===== src/rtl/bbic_hash_acc.sv =====
module bbic_hash_acc #(
  parameter int unsigned WORD_W = 32,
  parameter int unsigned ROT    = 1
) (
  input  logic              clk_i,
  input  logic              rst_ni,
  input  logic              restart_i,
  input  logic              fold_en_i,
  input  logic [WORD_W-1:0] word_i,
  input  logic              wr_inc_i,
  input  logic [WORD_W-1:0] wdata_i,
  output logic [WORD_W-1:0] inc_o,
  output logic [WORD_W-1:0] fold_o
);

  localparam int unsigned R = ROT % WORD_W;

  logic [WORD_W-1:0] inc_q, inc_d, rot_w;

  generate
    if (R == 0) begin : g_norot
      assign rot_w = inc_q;
    end else begin : g_rot
      assign rot_w = {inc_q[WORD_W-1-R:0], inc_q[WORD_W-1 -: R]};
    end
  endgenerate

  assign fold_o = rot_w ^ word_i;

  always_comb begin
    inc_d = inc_q;
    if (wr_inc_i)       inc_d = wdata_i;
    else if (restart_i) inc_d = '0;
    else if (fold_en_i) inc_d = fold_o;
  end

  always_ff @(posedge clk_i or negedge rst_ni) begin
    if (!rst_ni) inc_q <= '0;
    else         inc_q <= inc_d;
  end

  assign inc_o = inc_q;

endmodule


===== config.mk =====
export PLATFORM = sky130hd
export DESIGN_NAME = bbic_hash_acc
export DESIGN_NICKNAME = d
export VERILOG_FILES = /design/src/rtl/bbic_hash_acc.sv
export SDC_FILE = /design/constraint.sdc
export NUM_CORES = 1
export LEC_CHECK = 0
export ABC_CLOCK_PERIOD_IN_PS = 1300
export BUFFER_PORTS_ARGS = -buffer_cell sky130_fd_sc_hd__buf_2
export CAP_MARGIN = 5
export CORE_MARGIN = 2
export CORE_UTILIZATION = 30
export CTS_CLUSTER_DIAMETER = 150
export CTS_CLUSTER_SIZE = 25
export DETAILED_ROUTE_END_ITERATION = 8
export GPL_TIMING_DRIVEN = 0
export SYNTH_ARGS = -nofsm -noshare
export SYNTH_HDL_FRONTEND = slang
export SYNTH_SLANG_ARGS = --single-unit

===== constraint.sdc =====
create_clock -name clk_i -period 1.3 [get_ports clk_i]
set_clock_uncertainty 0.1 [all_clocks]
set_input_delay 0.13 -clock clk_i [delete_from_list [all_inputs] [get_ports clk_i]]
set_output_delay 0.13 -clock clk_i [all_outputs]
set_load 0.01 [all_outputs]

# Yosys cells after proc, flatten, opt, wreduce, memory -nomap -nowiden
# Index checks and enable logic that the tools add are counted.
[word_totals]
wordCells = 6
in_bits = 69
reg_bits = 32
output_inout_bits = 64
[classes]
n_reduce_logical = 1
bitwise = 1
mux = 3
[op_table]
columns = ["operator", "n"]
rows = [
  ["$mux 32", 3],
  ["$xor 32x32->32", 1],
  ["$reduce_bool 3->1", 1],
]

# Logic depth before layout (Yosys ltp)
# Gate-level depths: netlist of run 1.
[depth]
ltp_word = 4
ltp_mapped = 5
ltp_nobuf = 2

# Least setup slack after synthesis of run 1
# Ideal clock, no wire load.
[synth_path]
kind = "input to register"
start = "input port wr_inc_i"
end = "register inc_q[20], in the netlist inc_o[20]"
t_required_ps = 1120
setup_ps = 80
cell_stages = 4
arrival_ps = 939
n_path_buf = 2
path_slack_ps = 181
path_cell_list = "buf_6 -> buf_6 -> or4b_1 -> o211ai_2"
[synth_via]
elab_chain_cells = 1
word_cells_on_any_way = 2
cone_classes = "mux (1); reduce/logical (1)"
[synth_rtl]
columns = ["item", "line", "text"]
rows = [
  ["start: declaration", "10", "input logic wr_inc_i,"],
  ["$reduce_bool 3->1 (no line) or $mux 32 (tied branches)", "n/a", ""],
  ["end signal: assignment", "39", "else inc_q <= inc_d;"],
  ["end: declaration", "18", "logic [WORD_W-1:0] inc_q, inc_d, rot_w;"],
]
# Several ways; a longest one is shown, not always the timed one.
# A chain may end at the register's enable or synchronous reset.

# Worst setup path after layout of run 1
[layout_path]
start = "register inc_q[30], in the netlist inc_o[30]"
end = "output port fold_o[31]"
[layout_via]
elab_chain_cells = 1
[layout_rtl]
columns = ["item", "line", "text"]
rows = [
  ["$xor 32x32->32", "28", "assign fold_o = rot_w ^ word_i;"],
  ["end: declaration", "13", "output logic [WORD_W-1:0] fold_o"],
]
# No other way between the ends.

==> run summary, run 1 <==
ROUTE
----------------------------------------------------------------------------------------------------
Iter 0 DRT Violations                                                                             61
Via total after detailed routing                                                                2368
Post-DR wirelength/cell                                                                     14.08 µm
DRT antenna net count                                                                              0
Remaining DRCs                                                                                     0
Iteration count of the initial detailed-routing pass                                               4
Post-DR vias/cell                                                                              4.485
Final WL                                                                                    7.436 mm

POWER
----------------------------------------------------------------------------------------------------
Clk network pwr share                                                                          23.5%
Portion of total power attributed to sequential cells                                          33.7%
Leakage power figure                                                                     0.002187 µW
Switching Fraction                                                                            31.21%
Peak VDD IR                                                                              0.0004349 V
Comb pwr share                                                                                 42.8%
Power per standard cell area                                                            863.6 mW/mm²
Power Internal                                                                               2428 µW
Switching component of the power                                                             1102 µW

STA
----------------------------------------------------------------------------------------------------
Count of endpoints failing setup in the final report                                               6
Setup repair after global routing missed its margin                                              yes
Pin slew with the least headroom to its limit                                               773.5 ps
Max Freq                                                                                   738.5 MHz
Relative max-transition margin                                                                48.43%
Post-Route Setup TNS                                                                       -138.6 ps
Final critical path time including I/O delays and setup                                      1354 ps
Final Hold Viols                                                                                   0
Slack of the critical path                                                                 -54.04 ps
Fin crit share                                                                                104.2%
Count of pins over their slew limit                                                                0

FINAL LAYOUT
----------------------------------------------------------------------------------------------------
Signed area change from the synthesized netlist to the final layout                           85.62%
Final Util                                                                                    56.97%
Finished Cell Area                                                                      0.004088 mm²
Fraction of layout instances using a drive strength above 1                                   60.61%
Most used cells in the layout excluding fill and tap cells                              122 x buf_2, 46 x buf_4, 33 x dlygate4sd3_1
Antenna fix cells                                                                                  0
Most common cell after layout, fill and taps aside                                             buf_2
Fillcell total                                                                                   604
Total Nets Final                                                                                 498
Number of flip-flops in the largest register                                                      32

HOLD PATH
----------------------------------------------------------------------------------------------------
Hold Path Cell Cnt                                                                                 3
Path category of the worst min-delay check                                              input pin to flop

FLOORPLANNING
----------------------------------------------------------------------------------------------------
Total number of placement rows                                                                    31
Horiz. Die Dim                                                                              89.68 µm
Core ar.                                                                                0.007176 mm²
Initial core utilization                                                                      30.69%
I/O pins                                                                                         133
Die area                                                                                0.008042 mm²
DIE HEIGHT                                                                                  89.68 µm

GLOBAL ROUTING
----------------------------------------------------------------------------------------------------
Via count of the first global-routing pass                                                      2370
Antenna violations before repair                                                                   0
Leftover overflow at the end of global routing                                                     0
Pin count of the biggest net entering global routing                                              33
Global-route wire length before repair                                                      10.92 mm
Total routing usage reported by global routing                                                17.70%

CLOCK NETWORK
----------------------------------------------------------------------------------------------------
Clock tree from TritonCTS                                                                        yes
Buffer levels on the longest clock path                                                            2
Clock buffer count from CTS                                                                        5
H-Tree Level Count                                                                                 2
Clock latency at the later pin of the worst-skew pair                                         280 ps
Clock-pin slew reported for the worst setup and hold paths after clock tree synthesis          70 ps
Cell at the root of the clock tree                                                          clkbuf_8
TritonCTS Sinks                                                                                   32

WORST SETUP PATH
----------------------------------------------------------------------------------------------------
Worst Path Class, Setup                                                                 flop to output pin
R2r setup slk                                                                                  30 ps
Endpoint type of the worst setup path                                                     output pin
Setup crit start kind                                                                           flop
Crit path arrival time                                                                       1120 ps
Depth of the worst register-to-register path                                                       3
Largest fanout on the critical path                                                                2
Required time of the worst setup path                                                        1070 ps

PLACEMENT
----------------------------------------------------------------------------------------------------
Placer's final routability congestion estimate                                                0.7649
Post-placement worst setup slack                                                           -86.61 ps
Number of buffers added on ports                                                                 132
Standard cell area after detailed placement                                             0.002987 mm²
HPWL after detailed placement                                                               4.554 mm

STATUS
----------------------------------------------------------------------------------------------------
Result of the run                                                                       finished, violations left
Failing checks                                                                          setup timing

SYNTH
----------------------------------------------------------------------------------------------------
Total number of yosys warnings                                                                     0
Count of state elements after synthesis                                                           32
Distinct cell type count of the synthesized netlist                                               13
Average footprint of a synthesized cell                                                    10.49 µm²
Synthesized net count                                                                            279
Cell Area, Synth                                                                        0.002202 mm²
Cells after synthesis                                                                            210
Proportion of synthesized chip area in sequential cells                                       36.36%

JOB
----------------------------------------------------------------------------------------------------
MaxCap Viol Count                                                                                  0

cell usage after synthesis:
cell type / instances / area share [%]
o211ai_1: 2 / 0.68
clkbuf_1: 6 / 1.0
dfrtp_1: 32 / 36
o211ai_2: 30 / 17
or4b_1: 32 / 15
buf_6: 5 / 2.6
nand2_1: 32 / 5.5
buf_12: 3 / 2.7
dlymetal6s2s_1: 1 / 0.57
xnor2_1: 32 / 13
inv_1: 32 / 5.5
buf_2: 2 / 0.45
or3b_1: 1 / 0.40
kinds of logic after synthesis:
kind of cell	synth area share, %
flip-flops	36.36
buffers and inverters	12.78
AND/OR/NAND/NOR	20.40
AO/OA/AOI/OAI	17.73
XOR/XNOR	12.73
worst max-delay path: stages, from the launching register on:
cell     delay, ps
dfrtp_1        420
xnor2_2        210
inv_1           90
buf_6          130
metrics by stage:
stage	power (µW)	hold WS, ps	instances
after floorplan	1725	-265.6	210
after global placement	2164	159.9	441
after detailed placement	2166	156.9	441
after CTS	3393	80.10	513
after global routing	3738	102.0	528
final	3530	97.49	528
layout make-up:
| type | instances | area [µm²] | area share, % |
|---|---|---|---|
| buffer | 17 | 161.4 | 3.949 |
| timing repair buffer | 212 | 1423 | 34.80 |
| multi-input combinational | 129 | 1360 | 33.27 |
| sequential | 32 | 803.3 | 19.65 |
| clock buffer | 7 | 96.34 | 2.357 |
| tap | 99 | 123.9 | 3.030 |
| inverter | 32 | 120.1 | 2.938 |
power by group through the flow:
stage	Clock (µW)	Combinational (µW)	Sequential (µW)
after floorplan	0	511	1210
after global placement	0	979	1180
after detailed placement	0	980	1190
after CTS	873	1330	1190
after global routing	899	1640	1200
final	831	1510	1190
final timing paths:
| path | start | endpoint |
|---|---|---|
| worst max-delay path | inc_o[30] | fold_o[31] |
| worst min-delay path | word_i[21] | inc_o[21] |
| worst max register to register | inc_o[30] | inc_o[30] |
| worst min register to register | inc_o[19] | inc_o[20] |
| max in group asynchronous | rst_ni | inc_o[9] |
| min in group asynchronous | rst_ni | inc_o[25] |
repair_timing:
action,in CTS,in global routing
pin swaps,18,27
cloned,0,0
hold endpoints to repair,64,0
resized for setup,32,15
hold buffers,33,0
endpoints found under the setup margin,32,33
buffers inserted,32,15
routing by layer:
layer  track usage (%)  part of all wire (%)  routed length (µm)  vias to the layer above
met5                 0                     0                   0                        -
met4             4.206                  0.51                  38                        0
met2             32.15                    52                3898                       84
li1                  -                     -                   -                     1165
met1             21.86                    42                3104                     1115
met3             2.834                   5.3                 394                        4
No activity file was read; power rests on OpenSTA's default activity.
==> inputs of run 2 (changes only) <==
--- a/config.mk
+++ b/config.mk
@@ -5,7 +5,7 @@
 export SDC_FILE = /design/constraint.sdc
 export NUM_CORES = 1
 export LEC_CHECK = 0
-export ABC_CLOCK_PERIOD_IN_PS = 1300
+export ABC_CLOCK_PERIOD_IN_PS = 1140
 export BUFFER_PORTS_ARGS = -buffer_cell sky130_fd_sc_hd__buf_2
 export CAP_MARGIN = 5
 export CORE_MARGIN = 2
@@ -14,6 +14,7 @@
 export CTS_CLUSTER_SIZE = 25
 export DETAILED_ROUTE_END_ITERATION = 8
 export GPL_TIMING_DRIVEN = 0
+export HOLD_SLACK_MARGIN = 0.15
 export SYNTH_ARGS = -nofsm -noshare
 export SYNTH_HDL_FRONTEND = slang
 export SYNTH_SLANG_ARGS = --single-unit
==> constraint.sdc (replaced) <==
create_clock -name clk_i -period 1.14 [get_ports clk_i]
set_clock_uncertainty 0.1 [all_clocks]
set_input_delay 0.114 -clock clk_i [delete_from_list [all_inputs] [get_ports clk_i]]
set_output_delay 0.114 -clock clk_i [all_outputs]
set_load 0.01 [all_outputs]
==> run 2 against run 1 <==
Against the previous run:
- the flow still finishes with violations (setup timing)
- utilization rose by 4.6 points
- sequential share of layout area fell by 1.5 points
- clock-buffer cell count did not move
- critical path depth did not move
- register-to-register slack got worse by 150 ps
- total power rose by 21%
- first-iteration DRC count rose by 3.3%
- non-clock buffer count rose by 9
- setup slack got worse by 140 ps
- worst hold slack got worse by 13 ps
- die area did not move
- largest power group unchanged
==> run summary, run 2 (synthesis results as in run 1) <==
WORST SETUP PATH
----------------------------------------------------------------------------------------------------
Count of buffer and inverter cells on the critical path                                            2   unchanged
Setup crit start kind                                                                           flop
Endpoint of the worst-slack reg-to-reg timing path                                         inc_o[30]
Start of the worst register-to-register path                                               inc_o[30]
Number of cells on the critical path                                                               3   unchanged
Depth of the worst register-to-register path                                                       3   unchanged
Required time of the worst setup path                                                         930 ps   -140 ps
Launching element of the worst setup path                                                  inc_o[30]
R2r setup slk                                                                                -120 ps   -150 ps
CP delay by family, top                                                                   flip-flops
Worst Path Class, Setup                                                                 flop to output pin
Critical-path cell list                                                                 xnor2_2 > inv_1 > buf_6
Worst setup path end                                                                      fold_o[31]
Crit path arrival time                                                                       1120 ps   about the same
Slowest-stage cell, CP                                                                       dfrtp_1
Largest fanout on the critical path                                                                2   unchanged
Endpoint type of the worst setup path                                                     output pin
Delay contributed by the slowest stage of the critical path                                   430 ps   about the same

CLOCK NETWORK
----------------------------------------------------------------------------------------------------
Cell at the root of the clock tree                                                          clkbuf_8
Clock latency at the later pin of the worst-skew pair                                         280 ps   about the same
Buffer levels on the longest clock path                                                            2   unchanged
Hold buffers post-CTS                                                                             33   unchanged
H-Tree Level Count                                                                                 2   unchanged
Clock tree from TritonCTS                                                                        yes
Clock-pin slew reported for the worst setup and hold paths after clock tree synthesis          70 ps   about the same
TritonCTS Sinks                                                                                   32   unchanged
Clock buffer count from CTS                                                                        5   unchanged

FINAL LAYOUT
----------------------------------------------------------------------------------------------------
Most used cells in the layout excluding fill and tap cells                              105 x buf_2, 51 x buf_6, 38 x buf_4, 33 x dlygate4sd3_1
Fraction of layout instances using a drive strength above 1                                   67.58%   +7.0 points
Total Nets Final                                                                                 507   +1.8%
Fillcell total                                                                                   571   -5.5%
Antenna fix cells                                                                                  0   unchanged
Number of flip-flops in the largest register                                                      32   unchanged
Signed area change from the synthesized netlist to the final layout                           100.7%
Total area of multi-input combinational cells                                           0.001458 mm²   +7.2%
Final instance count without filler cells                                                        537   +1.7%
Sequential cell area                                                                       803.3 µm²   unchanged
Most common cell after layout, fill and taps aside                                             buf_2

FLOORPLANNING
----------------------------------------------------------------------------------------------------
Core ar.                                                                                0.007176 mm²   unchanged
Die area                                                                                0.008042 mm²   unchanged
Total number of placement rows                                                                    31   unchanged
Initial core utilization                                                                      30.69%   unchanged
DIE HEIGHT                                                                                  89.68 µm   unchanged
I/O pins                                                                                         133   unchanged
Horiz. Die Dim                                                                              89.68 µm   unchanged

PLACEMENT
----------------------------------------------------------------------------------------------------
Placer's final routability congestion estimate                                                0.7649   unchanged
Post-placement worst setup slack                                                           -230.6 ps   -144.0 ps
HPWL after detailed placement                                                               4.554 mm   unchanged
DP Cell Count                                                                                    441   unchanged
Number of buffers added on ports                                                                 132   unchanged

POWER
----------------------------------------------------------------------------------------------------
Portion of total power attributed to sequential cells                                          32.1%   -1.6 points
Leakage power figure                                                                     0.002318 µW   +6.0%
Power per standard cell area                                                            962.4 mW/mm²   +11%
Total power                                                                                  4254 µW   +21%
Power Internal                                                                               2925 µW   +20%
Peak VDD IR                                                                              0.0005014 V   +15%
Comb pwr share                                                                                 45.7%   +2.9 points
Clk network pwr share                                                                          22.2%   -1.3 points
Switching Fraction                                                                            31.25%   +0.034 points
Switching component of the power                                                             1329 µW   +21%

ROUTE
----------------------------------------------------------------------------------------------------
Post-DR wirelength/cell                                                                     15.57 µm   +11%
Via total after detailed routing                                                                2432   +2.7%
DRT antenna net count                                                                              0   unchanged
Post-DR vias/cell                                                                              4.529   +0.98%
Iter 0 DRT Violations                                                                             63   +3.3%
Iteration count of the initial detailed-routing pass                                               4   unchanged
Remaining DRCs                                                                                     0   unchanged
Final WL                                                                                    8.362 mm   +12%

STA
----------------------------------------------------------------------------------------------------
Relative max-transition margin                                                                66.40%   +18 points
Setup repair after global routing missed its margin                                              yes
Fin crit share                                                                                117.3%
Final critical path time including I/O delays and setup                                      1337 ps
Final worst hold slack                                                                      84.40 ps   -13.10 ps
Slack of the critical path                                                                 -197.0 ps   -142.9 ps
Count of endpoints failing setup in the final report                                              72   +66
Final Hold Viols                                                                                   0   unchanged
Pin slew with the least headroom to its limit                                               504.0 ps   -269.5 ps
Count of pins over their slew limit                                                                0   unchanged
Post-Route Setup TNS                                                                        -6407 ps   -6268 ps
Max Freq                                                                                   748.0 MHz

STATUS
----------------------------------------------------------------------------------------------------
Failing checks                                                                          setup timing
Result of the run                                                                       finished, violations left

HOLD PATH
----------------------------------------------------------------------------------------------------
Path category of the worst min-delay check                                              input pin to flop

GLOBAL ROUTING
----------------------------------------------------------------------------------------------------
Total routing usage reported by global routing                                                18.58%   +0.88 points
Leftover overflow at the end of global routing                                                     0   unchanged
Global-route wire length before repair                                                      11.36 mm   +4.0%
Via count of the first global-routing pass                                                      2426   +2.4%
Pin count of the biggest net entering global routing                                              33   unchanged
Antenna violations before repair                                                                   0   unchanged

JOB
----------------------------------------------------------------------------------------------------
MaxCap Viol Count                                                                                  0   unchanged

## run 2: power by group through the flow
stage	logic [µW]	clock network, µW	registers, µW
after detailed placement	1120	0	1350
after global placement	1120	0	1350
after CTS	1630	996	1350
final	1940	947	1360
after floorplan	583	0	1380
after global routing	2080	1020	1380
## run 2: layout make-up
class / count / share of cell area [%]
inverter: 32 / 2.717
tap: 99 / 2.802
clock buffer: 7 / 2.179
multi-input combinational: 129 / 32.97
timing repair buffer: 221 / 37.48
sequential: 32 / 18.17
buffer: 17 / 3.680
## run 2: how the worst min path moves through the flow
stage                     startpoint   endpoint  slack, ps  depth (start not counted)
after floorplan               rst_ni   inc_o[0]       -280                          0
after global routing      word_i[20]  inc_o[20]         90                          3
after global placement        rst_ni  inc_o[30]        140                          1
final                     word_i[20]  inc_o[20]         80                          3
after CTS                 word_i[22]  inc_o[22]         60                          3
after detailed placement      rst_ni  inc_o[26]        140                          1
## run 2: per-layer routing
layer  global-route usage (%)  vias to the layer above  wire [µm]
met2                    34.63                       93       4509
met4                    4.885                        0         93
met1                    21.93                     1154       3323
li1                         -                     1174          -
met5                        0                        -          0
met3                    3.108                       11        436
## run 2: per-stage QoR
step	util (%)	cell area, µm²
after floorplan	-	2202
after global placement	41.62	2987
after detailed placement	41.62	2987
after CTS	56.63	4064
after global routing	61.60	4420
final	61.60	4420
## run 2: repair_timing
| item | CTS | global route |
|---|---|---|
| hold endpoints to repair | 64 | 4 |
| resized for setup | 54 | 59 |
| endpoints found under the setup margin | 33 | 114 |
| pin swaps | 25 | 29 |
| buffers inserted | 42 | 14 |
## run 2: worst register-to-register path: cells and delay by family (launching register included)
| kind | cells | cell delay [ps] |
|---|---|---|
| and+or+nand+nor | 1 | 460 |
| AOI/OAI and AO/OA | 1 | 70 |
| DFF | 1 | 420 |
| buffers and inverters | 1 | 130 |
